### src/rtl/irq_prio_pkg.sv
package irq_prio_pkg;
  typedef enum logic [1:0] {
    MODE_FIXED    = 2'd0,
    MODE_ROTATE   = 2'd1,
    MODE_SPECIFIC = 2'd2,
    MODE_POLL     = 2'd3
  } irq_mode_e;

  localparam logic [1:0] ADDR_MASK = 2'd0;
  localparam logic [1:0] ADDR_MODE = 2'd1;
  localparam logic [1:0] ADDR_CMD  = 2'd2;
  localparam logic [1:0] ADDR_BASE = 2'd3;

  localparam logic [2:0] OP_EOI_TOP  = 3'b001;
  localparam logic [2:0] OP_SET_LOW  = 3'b010;
  localparam logic [2:0] OP_EOI_LVL  = 3'b011;
endpackage

### src/rtl/irq_req_latch.sv
module irq_req_latch #(
  parameter int NUM = 8
) (
  input  logic           clk,
  input  logic           rst_n,
  input  logic [NUM-1:0] req_i,
  input  logic [NUM-1:0] clr_i,
  output logic [NUM-1:0] irr_o
);
  logic [NUM-1:0] prev_q;
  logic [NUM-1:0] irr_q;

  // set on a rising edge; a new edge wins over a clear in the same cycle
  always_ff @(posedge clk) begin
    if (!rst_n) begin
      prev_q <= '0;
      irr_q  <= '0;
    end else begin
      prev_q <= req_i;
      irr_q  <= (irr_q & ~clr_i) | (req_i & ~prev_q);
    end
  end

  assign irr_o = irr_q;
endmodule

### src/rtl/irq_prio_pick.sv
module irq_prio_pick #(
  parameter int NUM = 8
) (
  input  logic [NUM-1:0]         vec_i,
  input  logic [$clog2(NUM)-1:0] top_i,
  output logic                   found_o,
  output logic [$clog2(NUM)-1:0] rank_o,
  output logic [$clog2(NUM)-1:0] lvl_o
);
  localparam int LW = $clog2(NUM);

  logic [LW-1:0] idx;

  // Scan from the lowest rank down so that the best rank is written last
  always_comb begin
    found_o = 1'b0;
    rank_o  = '0;
    lvl_o   = '0;
    idx     = '0;
    for (int i = NUM - 1; i >= 0; i--) begin
      idx = top_i + LW'(i);
      if (vec_i[idx]) begin
        found_o = 1'b1;
        rank_o  = LW'(i);
        lvl_o   = idx;
      end
    end
  end
endmodule

### src/rtl/irq_prio_ctrl.sv
module irq_prio_ctrl
  import irq_prio_pkg::*;
#(
  parameter int NUM = 8,
  parameter int DW  = 8
) (
  input  logic          clk,
  input  logic          rst_n,
  input  logic [NUM-1:0] req_i,
  input  logic          wr_en,
  input  logic [1:0]    wr_addr,
  input  logic [DW-1:0] wr_data,
  output logic          intr_valid,
  input  logic          intr_ready,
  output logic [DW-1:0] intr_vector,
  input  logic          poll_rd,
  output logic [DW-1:0] poll_data,
  output logic [NUM-1:0] in_service
);
  localparam int LW = $clog2(NUM);
  localparam logic [LW-1:0] LOW_RESET = LW'(NUM - 1);

  // Software state
  logic [NUM-1:0] mask_q;
  irq_mode_e      mode_q;
  logic [LW-1:0]  low_q;
  logic [DW-1:0]  base_q;
  logic [NUM-1:0] isr_q;

  // Decoded writes
  logic          wr_cmd;
  logic [2:0]    cmd_op;
  logic [LW-1:0] cmd_lvl;
  logic          eoi_top, eoi_lvl, set_low;

  assign wr_cmd  = wr_en && (wr_addr == ADDR_CMD);
  assign cmd_op  = wr_data[DW-1 -: 3];
  assign cmd_lvl = wr_data[LW-1:0];
  assign eoi_top = wr_cmd && (cmd_op == OP_EOI_TOP);
  assign eoi_lvl = wr_cmd && (cmd_op == OP_EOI_LVL);
  assign set_low = wr_cmd && (cmd_op == OP_SET_LOW);

  // Request latching
  logic [NUM-1:0] irr;
  logic [NUM-1:0] clr_vec;
  logic [NUM-1:0] pend_vec;

  irq_req_latch #(.NUM(NUM)) u_latch (
    .clk   (clk),
    .rst_n (rst_n),
    .req_i (req_i),
    .clr_i (clr_vec),
    .irr_o (irr)
  );

  assign pend_vec = irr & ~mask_q;

  // Priority ordering: highest level sits just above the lowest
  logic [LW-1:0] eff_low;
  logic [LW-1:0] top_lvl;

  assign eff_low = (mode_q == MODE_FIXED) ? LOW_RESET : low_q;
  assign top_lvl = eff_low + LW'(1);

  logic          pend_found, isr_found;
  logic [LW-1:0] pend_rank, isr_rank;
  logic [LW-1:0] pend_lvl, isr_lvl;

  irq_prio_pick #(.NUM(NUM)) u_pick_pend (
    .vec_i   (pend_vec),
    .top_i   (top_lvl),
    .found_o (pend_found),
    .rank_o  (pend_rank),
    .lvl_o   (pend_lvl)
  );

  irq_prio_pick #(.NUM(NUM)) u_pick_isr (
    .vec_i   (isr_q),
    .top_i   (top_lvl),
    .found_o (isr_found),
    .rank_o  (isr_rank),
    .lvl_o   (isr_lvl)
  );

  // Offer to the processor
  logic beats_isr;
  logic ack_fire, poll_fire, take;

  assign beats_isr   = !isr_found || (pend_rank < isr_rank);
  assign intr_valid  = (mode_q != MODE_POLL) && pend_found && beats_isr;
  assign intr_vector = base_q + DW'(pend_lvl);

  assign ack_fire  = intr_valid && intr_ready;
  assign poll_fire = poll_rd && (mode_q == MODE_POLL) && pend_found;
  assign take      = ack_fire || poll_fire;

  always_comb begin
    clr_vec = '0;
    if (take) clr_vec[pend_lvl] = 1'b1;
  end

  always_comb begin
    poll_data           = '0;
    poll_data[DW-1]     = pend_found;
    poll_data[LW-1:0]   = pend_lvl;
  end

  // Register file
  always_ff @(posedge clk) begin
    if (!rst_n) begin
      mask_q <= '0;
      mode_q <= MODE_FIXED;
      base_q <= '0;
    end else if (wr_en) begin
      case (wr_addr)
        ADDR_MASK: mask_q <= wr_data[NUM-1:0];
        ADDR_MODE: mode_q <= irq_mode_e'(wr_data[1:0]);
        ADDR_BASE: base_q <= wr_data;
        default: ;
      endcase
    end
  end

  // Lowest-priority pointer
  always_ff @(posedge clk) begin
    if (!rst_n) begin
      low_q <= LOW_RESET;
    end else if (set_low) begin
      low_q <= cmd_lvl;
    end else if (eoi_top && isr_found && (mode_q == MODE_ROTATE)) begin
      low_q <= isr_lvl;
    end
  end

  // In-service set: clears first, then the taken level
  logic [NUM-1:0] isr_next;

  always_comb begin
    isr_next = isr_q;
    if (eoi_top && isr_found) isr_next[isr_lvl] = 1'b0;
    if (eoi_lvl)              isr_next[cmd_lvl] = 1'b0;
    if (take)                 isr_next[pend_lvl] = 1'b1;
  end

  always_ff @(posedge clk) begin
    if (!rst_n) isr_q <= '0;
    else        isr_q <= isr_next;
  end

  assign in_service = isr_q;
endmodule

### config.mk
export PLATFORM = sky130hd
export DESIGN_NAME = irq_prio_ctrl
export DESIGN_NICKNAME = d
export VERILOG_FILES = /design/src/rtl/irq_prio_pkg.sv /design/src/rtl/irq_req_latch.sv /design/src/rtl/irq_prio_pick.sv /design/src/rtl/irq_prio_ctrl.sv
export SDC_FILE = /design/constraint.sdc
export NUM_CORES = 1
export LEC_CHECK = 0
export BUFFER_PORTS_ARGS = -buffer_cell sky130_fd_sc_hd__buf_2
export CORE_MARGIN = 10
export CORE_UTILIZATION = 55
export DETAILED_ROUTE_END_ITERATION = 8
export HOLD_SLACK_MARGIN = 0.06
export PLACE_DENSITY = 0.74
export SLEW_MARGIN = 25
export SYNTH_ARGS = -nofsm -noshare
export SYNTH_HDL_FRONTEND = slang
export SYNTH_SLANG_ARGS = --single-unit
### constraint.sdc
create_clock -name clk -period 9.6 [get_ports clk]
set_input_delay 1.92 -clock clk [delete_from_list [all_inputs] [get_ports clk]]
set_output_delay 1.92 -clock clk [all_outputs]
set_load 0.01 [all_outputs]
=== Word-level counts from Yosys, hierarchy flattened ===
Index checks and enable logic that the tools add are counted.

* Bits of input ports: 23
* Register bits after elaboration: 45
* Logic and storage cells: 168
* Output and inout port bits: 25

* Eq/ne operators: 9
* Mux-type cells: 93
* Reduce and logical (&&, ||, !) cells: 23
* Bitwise operators: 12
* Order comparisons: 15
* Add/sub/neg operators: 9

{| class="wikitable"
|+ Operators with widths
! cell !! count
|-
| two-way mux 3 bit || 35
|-
| binary-select mux 1 bit (select 3 bit) || 16
|-
| less-than comparator 3 x 4 -> 1 bit (second input constant) || 11
|-
| bitwise AND 8 bit || 5
|-
| inverter 8 bit || 5
|-
| two-way mux 1 bit || 35
|-
| two-way mux 8 bit || 4
|-
| OR 8 bit || 2
|-
| logical AND 1 bit || 14
|-
| adder 3 bit (second input constant) || 4
|-
| demux 1 bit (select 3 bit) || 3
|-
| greater-or-equal comparator 3 x 1 -> 1 bit (second input constant) || 3
|-
| adder 8 x 3 -> 8 bit || 1
|-
| adder 3 x 1 -> 3 bit (second input constant) || 2
|-
| adder 3 x 2 -> 3 bit (second input constant) || 2
|-
| equality test 2 bit (second input constant) || 3
|-
| equality test 3 x 2 -> 1 bit (second input constant) || 2
|-
| AND reduction 2 bit || 3
|-
| equality test 2 x 1 -> 1 bit (second input constant) || 2
|-
| logical NOT 2 bit || 2
|-
| equality test 3 x 1 -> 1 bit (second input constant) || 1
|-
| less-than comparator 3 bit || 1
|-
| logical OR 1 bit || 2
|-
| inequality test 2 bit (second input constant) || 1
|-
| other kinds (2) || 2
|}

=== Longest topological paths before layout ===
Gate-level depths: netlist of run 1.

* Depth in word-level cells: 25
* Gate-level depth with buffers: 22
* Depth with buffers taken out: 17

=== By module ===
A second synthesis of run 1 with hierarchy kept.

* Cells, all modules: 466
* Area, all modules: 4119.0 sq um

{| class="wikitable"
|+ By module, submodules not included
! module !! cells an instance !! area each (sq um) !! sequential area each (sq um) !! times used
|-
| irq_prio_ctrl || 213 || 1793.0 || 580.6 || 1
|-
| irq_prio_pick || 102 || 888.4 || 0.0 || 2
|-
| irq_req_latch || 49 || 549.3 || 320.3 || 1
|}

=== Least setup slack after synthesis of run 1 ===
No wires, ideal clock.

* Kind: register to output
* Start: register mode_q[1]
* End: output port intr_vector[6]
* Path slack: 3.199 ns
* Data arrival time: 4.481 ns
* Buffers on the path: 4
* Data required time: 7.680 ns
* Stages on the path, launching flop included: 22
* Cell sequence: dfxtp_1 buf_6 o21ba_4 inv_2 buf_6 buf_2 ha_1 buf_4 nor4bb_1 a221oi_2 o21ai_1 mux2_2 a211oi_1 a21oi_1 a21oi_1 ha_1 inv_1 fa_1 nor2b_1 o21ai_0 nor2_1 xor2_1

* Cells in the longest elaborated chain, start to end: 15
* Elaborated cells between the ends (all ways): 35
* Classes of those cells: 9 x add/sub; 25 x mux; 1 x reduce/logical

{| class="wikitable"
|+ RTL lines
! what !! line !! RTL
|-
| from (decl) || irq_prio_ctrl.sv:25 || <nowiki>irq_mode_e mode_q;</nowiki>
|-
| from (signal assigned) || irq_prio_ctrl.sv:117 || <nowiki>ADDR_MODE: mode_q <= irq_mode_e'(wr_data[1:0]);</nowiki>
|-
| logical NOT 2 bit (*) || irq_prio_ctrl.sv:62 || <nowiki>assign eff_low = (mode_q == MODE_FIXED) ? LOW_RESET : low_q;</nowiki>
|-
| two-way mux 3 bit (*) || irq_prio_ctrl.sv:62 ||
|-
| adder 3 x 1 -> 3 bit (*) || irq_prio_ctrl.sv:63 || <nowiki>assign top_lvl = eff_low + LW'(1);</nowiki>
|-
| adder 3 bit || irq_prio_pick.sv:21 || <nowiki>idx = top_i + LW'(i);</nowiki>
|-
| binary-select mux 1 bit (select 3 bit) || irq_prio_pick.sv:22 || <nowiki>if (vec_i[idx]) begin</nowiki>
|-
| two-way mux 1 bit (implied by the code) || irq_prio_pick.sv:22 ||
|-
| two-way mux 3 bit (7 in series) || irq_prio_pick.sv:22 ||
|-
| two-way mux 3 bit (*) || irq_prio_pick.sv:22 ||
|-
| via poll_data[0] || irq_prio_ctrl.sv:17 || <nowiki>output logic [DW-1:0] poll_data,</nowiki>
|-
| adder 8 x 3 -> 8 bit (*) || irq_prio_ctrl.sv:91 || <nowiki>assign intr_vector = base_q + DW'(pend_lvl);</nowiki>
|-
| to (decl) || irq_prio_ctrl.sv:15 || <nowiki>output logic [DW-1:0] intr_vector,</nowiki>
|}

Mark *: on every way through the listed nets, which the timed path passes. The rest lies on a longest branch. The select of a mux whose other input is x is not followed.

=== Worst setup path after layout of run 1 ===
* Start: register mode_q[0]
* End: output port intr_vector[6]

* Cells in the longest elaborated chain, start to end: 15
* Elaborated cells between the ends (all ways): 35
* Classes of those cells: 9 x add/sub; 25 x mux; 1 x reduce/logical

{| class="wikitable"
|+ RTL lines
! what !! line
|-
| logical NOT 2 bit (*) || irq_prio_ctrl.sv:62
|-
| two-way mux 3 bit (*) || irq_prio_ctrl.sv:62
|-
| adder 3 x 1 -> 3 bit (*) || irq_prio_ctrl.sv:63
|-
| adder 3 bit || irq_prio_pick.sv:21
|-
| binary-select mux 1 bit (select 3 bit) || irq_prio_pick.sv:22
|-
| two-way mux 1 bit (implied by the code) || irq_prio_pick.sv:22
|-
| two-way mux 3 bit (7 in series) || irq_prio_pick.sv:22
|-
| two-way mux 3 bit (*) || irq_prio_pick.sv:22
|-
| adder 8 x 3 -> 8 bit (*) || irq_prio_ctrl.sv:91
|}

Mark *: on every way between the ends. The rest lies on a longest branch, timed or not. The select of a mux whose other input is x is not followed.

==> results of run 1 <==
[cell families (layout without fill, tap and decap cells)]
kind of cell             after synthesis  in the layout  synth area share
AO/OA/AOI/OAI                        118            118             0.215
buffers and inverters                 40             64            0.0521
adder cells (fa/ha/maj)                7              7            0.0228
other                                  1              4          0.000898
AND/OR/NAND/NOR                      183            183             0.241
flip-flops                            45             45             0.216
XOR/XNOR                              11             11            0.0312
multiplexers                          77             77             0.221
[routing by layer]
metal  vias up  part of all wire  track usage
li1       1839                 -            -
met1      1808              0.44        0.266
met2       202              0.45        0.326
met3        24             0.089       0.0407
met4         0             0.023       0.0687
met5         -                 0            0
[through the flow]
step	hold slack (ns)	power, W	cells
after floorplan	0.482	0.000399	485
after global placement	0.509	0.000473	600
after detailed placement	0.519	0.000478	600
after CTS	0.538	0.000590	608
after global routing	0.552	0.000628	608
final	0.534	0.000596	608
[Yosys cell counts, drive strengths merged (2+ instances only)]
master | n | area share
mux2i | 56 | 0.13
a31oi | 15 | 0.022
a21oi | 16 | 0.019
a22oi | 2 | 0.0036
o22ai | 2 | 0.0030
o211ai | 14 | 0.026
a32oi | 3 | 0.0081
ha | 6 | 0.018
dfxtp | 45 | 0.22
mux4 | 11 | 0.059
a221o | 4 | 0.0096
o21ba | 3 | 0.0087
inv | 10 | 0.0090
mux2 | 10 | 0.028
nand4b | 2 | 0.0042
nor4 | 2 | 0.0030
nand3b | 6 | 0.011
a21o | 5 | 0.0090
o311ai | 2 | 0.0042
o21bai | 2 | 0.0045
a221oi | 2 | 0.0057
o2bb2ai | 6 | 0.013
nand3 | 7 | 0.0084
and2 | 12 | 0.018
clkbuf | 9 | 0.0081
nor3b | 5 | 0.0090
nand4 | 3 | 0.0045
o31ai | 3 | 0.0054
nor2 | 20 | 0.018
a211oi | 10 | 0.023
xnor2 | 10 | 0.029
nor2b | 33 | 0.049
and3b | 4 | 0.0084
nor3 | 10 | 0.013
nand2 | 47 | 0.042
o21ai | 18 | 0.023
buf | 20 | 0.034
nand2b | 26 | 0.039
[state kept, by name, indices dropped and copies added (netlist names)]
register	flops
base_q	8
in_service	8
mask_q	8
u_latch.irr_o	8
u_latch.prev_q	8
low_q	3
mode_q	2
[path summary, 6_finish.rpt]
kind	slack, ns	from	to
max	1.56	mode_q[0]$_SDFFE_PN0P_	intr_vector[6]
min	0.53	u_latch.prev_q[1]$_SDFF_PN0_	u_latch.irr_o[1]$_SDFF_PN0_
max reg2reg	3.92	mode_q[0]$_SDFFE_PN0P_	u_latch.irr_o[7]$_SDFF_PN0_
min reg2reg	0.53	u_latch.prev_q[1]$_SDFF_PN0_	u_latch.irr_o[1]$_SDFF_PN0_
[power by group through the flow]
stage               logic, W  registers [W]  clock network [W]
floorplan           0.000185       0.000214                  0
global placement    0.000256       0.000218                  0
detailed placement  0.000260       0.000218                  0
CTS                 0.000261       0.000214           0.000115
global route        0.000290       0.000217           0.000121
finish              0.000268       0.000214           0.000114
[worst max-delay path: stages, from the launching register on]
cell and delay (ns):
dfxtp_1 0.56, o21ba_2 0.55, inv_2 0.26, ha_1 0.61, buf_4 0.32, xnor2_1 0.14
xnor2_2 0.39, mux2i_1 0.36, o21bai_1 0.15, a211oi_1 0.29, a21oi_1 0.12, a21oi_1 0.58
ha_1 0.28, inv_1 0.06, fa_1 0.39, nor2b_1 0.13, o21ai_0 0.13, nor2_1 0.16
xor2_1 0.18, buf_2 0.16
[final cells by class]
cell class              count  area (um^2)  share of cell area
repair buffers             45          230              0.0518
well taps                  99          124              0.0279
clock buffers               6         72.6              0.0163
multi-input cells         400         3070               0.690
flip-flops and latches     45          901               0.203
inverters                  11         41.3             0.00929
clock inverters             2         10.0             0.00225
==> impl_metrics.json, run 1 <==
{
  "status": "complete, no violations",
  "pre_cts_slack_ns": 1.95,
  "coreArea_um2": 7330,
  "diodes": 0,
  "finalMaxSlewViolations": 0,
  "routedWlPerCell_um": 19.5,
  "htreeDepth": 2,
  "drc": 0,
  "drive_above_1_share": 0.189,
  "clock_latency_ns": 0.30,
  "ant_nets": 0,
  "die_w_um": 107,
  "netlist_area_um2": 4180,
  "cts_root_buf": "clkbuf_8",
  "detailed_place_hpwl_mm": 9.28,
  "clockBufferDepth": 2,
  "port_buffers": 43,
  "fin_skew_ns": 0.00758,
  "critPathKind": "reg2out",
  "rsz0062_at_grt": "no",
  "clk_pin_slew_ns": 0.08,
  "p_int_w": 0.000353,
  "cts_hold_buffers": 0,
  "crit_fanout": 24,
  "setup_slack_ns": 1.56,
  "slew_headroom": 0.438,
  "crit_required_ns": 7.68,
  "ys_warn_count": 0,
  "syn_to_final_growth_pct": 6.50,
  "seq_area_frac_synth": 0.216,
  "avgSynthCellArea_um2": 8.66,
  "final_nets": 538,
  "maxCapViolations": 0,
  "tightest_slew_ns": 0.837,
  "p_seq_frac": 0.360,
  "vias": 3873,
  "setup_viol": 0,
  "finalHoldViolations": 0,
  "cts_sinks": 45,
  "grt.overflow.total": 0,
  "num_io_pins": 48,
  "synth_seq_cells": 45,
  "post_cts_buffers": 0,
  "mostFrequentLayoutCell": "mux2i_1",
  "arrival_ns": 6.12,
  "most-common-layout-cells": "mux2i_1, nand2_1, dfxtp_1, buf_2, nor2b_1",
  "drtIter0Drc": 365,
  "utilization": 0.607,
  "p_per_area_nw_per_um2": 134,
  "hp-class": "reg2reg",
  "hold_path_depth": 2,
  "synth_edf_count": 0,
  "tns_ns": 0,
  "drtPass1Iterations": 6,
  "clock_power_share": 0.191,
  "track_usage": 0.204,
  "synth-async-reset-ratio": 0,
  "max_freq_mhz": 124,
  "dominantRegCellSynth": "dfxtp_1",
  "viasPerCell": 6.37,
  "fillers": 656,
  "comb_power_share": 0.450,
  "post-route-period-util": 0.838,
  "ys_types": 76,
  "die_area_um2": 11500,
  "gp_congestion": 0.965,
  "power.switching_w": 0.000243,
  "antenna_found_initial": 0,
  "die_height_um": 107,
  "synthCells": 482,
  "cts_tree": "done",
  "initial_core_util": 0.570,
  "stdcell_area_um2": 4450,
  "power_leakage_nw": 1.89,
  "peakVddDrop_v": 0.0000939,
  "row_count": 31,
  "reg2reg_depth": 16,
  "startpoint_type": "flip-flop",
  "cts_buffers": 5,
  "cp-end-kind": "primary output",
  "swShare": 0.407,
  "postRouteWirelength_mm": 11.8,
  "grt_max_degree": 47,
  "dpl_cell_area_um2": 4360,
  "grt_first_pass_wirelength_mm": 19.3,
  "grt_pass1_vias": 3747,
  "min_period_ns": 8.04,
  "cts_resized": 0
}
Note: power is estimated with default switching activity, not from simulation.
==> run 2: changes to the inputs <==
Settings changed: ABC_AREA set to 1, CORE_UTILIZATION 55 to 53, PLACE_DENSITY 0.74 to 0.75.
Clock period 9.6 ns to 6.9 ns, I/O delays scaled along.
==> run 2 against run 1 <==
Net effect: die area fell by 8.9%; register-to-register slack got worse by 1.2 ns; combinational power rose by 38%; area after synthesis fell by 14%; cell area fell by 12%; global-route usage barely moved; critical endpoint unchanged; largest cell class unchanged; highest routed layer unchanged.
==> impl_metrics.json, run 2 <==
{
  "finalHoldViolations": 0,
  "ys_types": 43,
  "setup_slack_ns": 0.941,
  "cp_top_family": "simple AND/OR/NAND/NOR gates",
  "clock_latency_ns": 0.30,
  "cts_root_buf": "clkbuf_8",
  "dominantRegCellSynth": "dfxtp_1",
  "arrival_ns": 4.58,
  "total_power_w": 0.000872,
  "die_height_um": 102,
  "cp-end-kind": "primary output",
  "drive_above_1_share": 0.143,
  "clk_pin_slew_ns": 0.09,
  "fin_skew_ns": 0.00615,
  "synth_area_leaders": "dfxtp_1, nand2_1, inv_1, nand3_1, a21oi_1",
  "vias": 3829,
  "ant_nets": 0,
  "grt_first_pass_wirelength_mm": 17.1,
  "slew_headroom": 0.613,
  "die_area_um2": 10500,
  "p_per_area_nw_per_um2": 222,
  "tns_ns": 0,
  "synth_edf_count": 0,
  "cp_num_buf_inv": 5,
  "diodes": 0,
  "syn_to_final_growth_pct": 9.49,
  "netlist_area_um2": 3590,
  "min_to": "base_q[0]$_SDFFE_PN0P_",
  "gp_congestion": 0.973,
  "coreArea_um2": 6460,
  "die_w_um": 102,
  "holdCritStartpoint": "base_q[0]$_SDFFE_PN0P_",
  "cts_hold_buffers": 0,
  "finalMaxSlewViolations": 0,
  "ys_warn_count": 0,
  "cts_tree": "done",
  "worstPathCellList": "nor2_4 -> nor2_8 -> inv_2 -> ha_1 -> inv_1 -> nand2_1 -> nand2_1 -> nand2_1 -> nand2_1 -> nand2_1 -> inv_2 -> nor2_1 -> nand2_2 -> a22oi_4 -> ha_1 -> inv_1 -> fa_1 -> o21ai_0 -> nand3_1 -> xor2_1 -> buf_2",
  "rr_endpoint": "in_service[7]$_SDFF_PN0_",
  "seq_area_frac_synth": 0.251,
  "post_cts_buffers": 0,
  "hp-class": "reg2reg",
  "status": "complete, no violations",
  "initial_core_util": 0.555,
  "reg2reg_depth": 23,
  "pre_cts_slack_ns": 1.34,
  "synth-async-reset-ratio": 0,
  "post-route-period-util": 0.864,
  "avgSynthCellArea_um2": 5.93,
  "routedWlPerCell_um": 14.6,
  "tightest_slew_ns": 0.581,
  "power_leakage_nw": 2.19,
  "track_usage": 0.203,
  "cts_resized": 0,
  "drc": 0,
  "peakVddDrop_v": 0.000198,
  "detailed_place_hpwl_mm": 8.70,
  "cts_sinks": 45,
  "maxCapViolations": 0,
  "htreeDepth": 2,
  "hold_path_depth": 2,
  "drtIter0Drc": 261,
  "startpoint_type": "flip-flop",
  "synthCells": 605,
  "yosys.cell_count.top_type": "nand2_1",
  "postRouteWirelength_mm": 10.5,
  "rsz0062_at_grt": "no",
  "critPathKind": "reg2out",
  "grt_pass1_vias": 3540,
  "yosys.area.top_type": "dfxtp_1",
  "max_freq_mhz": 168,
  "crit_required_ns": 5.52,
  "final_nets": 673,
  "cp_common_cell": "nand2_1",
  "setup_viol": 0,
  "synth_common_cells": "nand2_1, inv_1, nand3_1",
  "synth_seq_cells": 45,
  "clockBufferDepth": 2,
  "slowest_delay_ns": 0.58,
  "mostFrequentLayoutCell": "nand2_1",
  "num_io_pins": 48,
  "port_buffers": 43,
  "netlist.area_leader.share": 0.251,
  "viasPerCell": 5.31,
  "cts_buffers": 5,
  "row_count": 29,
  "min_period_ns": 5.96,
  "most-common-layout-cells": "nand2_1, inv_1, nand3_1, dfxtp_1, buf_2",
  "drtPass1Iterations": 5,
  "grt_max_degree": 39,
  "grt.overflow.total": 0,
  "critPathSlowestCell": "ha_1",
  "antenna_found_initial": 0,
  "crit_fanout": 16,
  "r2r_slack_ns": 2.75,
  "r2r-start": "mode_q[0]$_SDFFE_PN0P_"
}
run 2: stage by stage:
step           area, um^2  hold WS (ns)  instances   util
6_report             3930         0.465        721  0.608
5_1_grt              3930         0.491        721  0.608
3_5_place_dp         3810         0.451        713  0.590
4_1_cts              3930         0.465        721  0.608
3_3_place_gp         3810         0.444        713  0.590
2_1_floorplan        3600         0.427        608      -
run 2: worst min-delay path, delay by kind of cell, from the launching register on:
kind	cells	cell delay, ns
flip-flops	1	0.33
buffers and inverters	1	0.05
AO/OA/AOI/OAI	1	0.05
run 2: area by class of cell:
class | count | area [um^2]
Clock inverter | 3 | 47.5
Sequential cell | 45 | 901
Fill cell | 656 | 2530
Multi-Input combinational cell | 451 | 2230
Clock buffer | 5 | 68.8
Inverter | 95 | 357
Tap cell | 77 | 96.3
Timing Repair Buffer | 45 | 230
run 2: power by group:
part | switching (W) | internal [W] | total [W]
registers | 0.0000139 | 0.000280 | 0.000294
clock network | 0.0000966 | 0.000111 | 0.000207
logic | 0.000251 | 0.000120 | 0.000371
run 2: worst max path at each step:
stage | start | end | slack, ns | cells past startpoint
final | mode_q[0]$_SDFFE_PN0P_ | intr_vector[6] | 0.94 | 21
after global routing | mode_q[0]$_SDFFE_PN0P_ | intr_vector[7] | 0.59 | 24
after CTS | mode_q[0]$_SDFFE_PN0P_ | intr_vector[6] | 0.99 | 21
after detailed placement | mode_q[0]$_SDFFE_PN0P_ | intr_vector[6] | 1.34 | 21
after global placement | mode_q[0]$_SDFFE_PN0P_ | intr_vector[6] | 1.50 | 21
after floorplan | mode_q[0]$_SDFFE_PN0P_ | intr_vector[6] | 1.83 | 21
run 2: cell families after synthesis:
kind of cell / Yosys count / share of synthesized area
buffers and inverters: 112 / 0.131
and+or+nand+nor: 340 / 0.419
adders and majority gates: 7 / 0.0265
xor gates and xnor gates: 6 / 0.0147
AOI/OAI and AO/OA: 94 / 0.156
other: 1 / 0.00105
DFF: 45 / 0.251
run 2: layer usage:
metal  routed length, um  GRT usage  vias up  share of wire
met1                4560      0.261     1681           0.43
li1                    -          -     1983              -
met3                 800     0.0358       16          0.076
met2                4940      0.334      149           0.47
met4                 198     0.0727        0          0.019
met5                   0          0        -              0
==> run 3: changes to the inputs <==
Settings changed: ABC_AREA 1 to unset, CORE_UTILIZATION 53 to 46, PLACE_DENSITY 0.75 to 0.66.
==> run 3 against run 2 <==
Net effect: cell area grew 16%; worst setup slack worse by 0.43 ns; sequential cell count stayed put; wire length is 13% higher; utilization shrank 8.9 points; sequential share of layout area fell by 3.1 points; first-iteration DRC count down 5.4%; maximum frequency fell by 6.8%; sequential power about the same.
==> impl_metrics.json, run 3 (synthesized netlist as in run 1, its figures left out) <==
{
  "hp-class": "reg2reg",
  "mostFrequentLayoutCell": "mux2i_1",
  "gp_congestion": 0.933,
  "drc": 0,
  "clock_power_share": 0.237,
  "cts_hold_buffers": 0,
  "min_period_ns": 6.39,
  "stdcell_area_um2": 4540,
  "finalMaxSlewViolations": 0,
  "dpl_cell_area_um2": 4420,
  "p_per_area_nw_per_um2": 192,
  "cts_resized": 0,
  "drtIter0Drc": 247,
  "track_usage": 0.177,
  "cp-end-kind": "primary output",
  "peakVddDrop_v": 0.000118,
  "syn_to_final_growth_pct": 8.81,
  "grt_max_degree": 47,
  "post_cts_buffers": 0,
  "most-common-layout-cells": "mux2i_1, nand2_1, dfxtp_1, buf_2, nor2b_1",
  "detailed_place_hpwl_mm": 9.19,
  "ant_nets": 0,
  "grt_first_pass_wirelength_mm": 19.5,
  "swShare": 0.378,
  "power.switching_w": 0.000331,
  "drive_above_1_share": 0.198,
  "status": "complete, no violations",
  "fin_skew_ns": 0.00515,
  "rsz0062_at_grt": "no",
  "crit_fanout": 22,
  "p_int_w": 0.000543,
  "drtPass1Iterations": 6,
  "maxCapViolations": 0,
  "setup_viol": 0,
  "die_w_um": 115,
  "htreeDepth": 2,
  "arrival_ns": 5.01,
  "crit_required_ns": 5.52,
  "startpoint_type": "flip-flop",
  "cts_buffers": 5,
  "clk_pin_slew_ns": 0.09,
  "num_io_pins": 48,
  "row_count": 34,
  "diodes": 0,
  "final_nets": 544,
  "slew_headroom": 0.493,
  "die_height_um": 115,
  "regArea_um2": 901,
  "viasPerCell": 6.11,
  "tns_ns": 0,
  "fillers": 854,
  "cts_tree": "done",
  "cts_sinks": 45,
  "antenna_found_initial": 0,
  "critPathKind": "reg2out",
  "cts_root_buf": "clkbuf_8",
  "routedWlPerCell_um": 19.0,
  "p_seq_frac": 0.339,
  "clock_latency_ns": 0.29,
  "post-route-period-util": 0.926,
  "initial_core_util": 0.476,
  "die_area_um2": 13300,
  "multi_input_area_um2": 3070,
  "clockBufferDepth": 2,
  "coreArea_um2": 8760,
  "max_freq_mhz": 156,
  "utilization": 0.518,
  "comb_power_share": 0.423,
  "port_buffers": 43,
  "vias": 3808,
  "tightest_slew_ns": 0.756,
  "grt.overflow.total": 0,
  "postRouteWirelength_mm": 11.8,
  "power_leakage_nw": 1.94,
  "finalHoldViolations": 0,
  "grt_pass1_vias": 3764
}
==> run 3: cell count changes in the layout (fill, tap and decap cells not counted), sizes merged, moves of 11 or more <==
cell	delta
nor2b	+33
nand2	-184
nand3	-46
nor2	-13
nand2b	+26
o211ai	+14
mux2i	+56
mux4	+11
a21oi	-17
o21ai	-22
inv	-87
a31oi	+14
==> run 3: stage by stage <==
step                      setup WS, ns  cells  power [W]  hold slack, ns
final                            0.507    623   0.000874           0.531
after global routing            0.0575    623   0.000928           0.554
after CTS                        0.409    623   0.000872           0.532
after detailed placement         0.760    615   0.000665           0.518
after global placement           0.882    615   0.000660           0.511
after floorplan                   1.04    485   0.000555           0.482
==> run 3: final timing paths <==
path                                      end  cells past startpoint  slack (ns)                          from
setup / recovery               intr_vector[6]                     18        0.51        mode_q[1]$_SDFFE_PN0P_
hold / removal    u_latch.irr_o[5]$_SDFF_PN0_                      2        0.53  u_latch.prev_q[5]$_SDFF_PN0_
setup reg to reg  u_latch.irr_o[4]$_SDFF_PN0_                     14        1.71        mode_q[1]$_SDFFE_PN0P_
hold reg to reg   u_latch.irr_o[5]$_SDFF_PN0_                      2        0.53  u_latch.prev_q[5]$_SDFF_PN0_
==> run 3: area by class of cell <==
| type | count | share of cell area |
|---|---|---|
| Tap cell | 108 | 0.0297 |
| Inverter | 11 | 0.00909 |
| Clock buffer | 7 | 0.0190 |
| Clock inverter | 1 | 0.00661 |
| Timing Repair Buffer | 51 | 0.0606 |
| Sequential cell | 45 | 0.198 |
| Multi-Input combinational cell | 400 | 0.677 |
==> run 3: power groups by stage <==
| stage | Combinational (W) | Sequential, W | Clock, W |
|---|---|---|---|
| 2_1_floorplan | 0.000257 | 0.000298 | 0 |
| 6_report | 0.000370 | 0.000297 | 0.000207 |
| 5_1_grt | 0.000406 | 0.000299 | 0.000223 |
| 4_1_cts | 0.000365 | 0.000296 | 0.000211 |
| 3_3_place_gp | 0.000358 | 0.000302 | 0 |
| 3_5_place_dp | 0.000363 | 0.000302 | 0 |
==> run 3: worst max-delay path: stages (launching register included) <==
cell      delay (ns)
dfxtp_1         0.56
o21ba_4         0.45
inv_2           0.07
ha_1            0.34
and2_1          0.22
a221oi_2        0.26
o21a_1          0.41
mux2_2          0.44
o21ai_1         0.12
a21oi_1         0.12
a21oi_1         0.36
ha_1            0.23
inv_1           0.05
fa_1            0.40
nor2b_1         0.12
o21ai_0         0.13
nor2_1          0.16
xor2_1          0.15
buf_2           0.14
==> run 3: routing by layer <==
| metal | wire [um] | vias up | GRT usage |
|---|---|---|---|
| met1 | 5650 | 1805 | 0.247 |
| met2 | 5340 | 139 | 0.279 |
| met3 | 729 | 12 | 0.0297 |
| met5 | 0 | - | 0 |
| met4 | 112 | 0 | 0.0388 |
| li1 | - | 1852 | - |
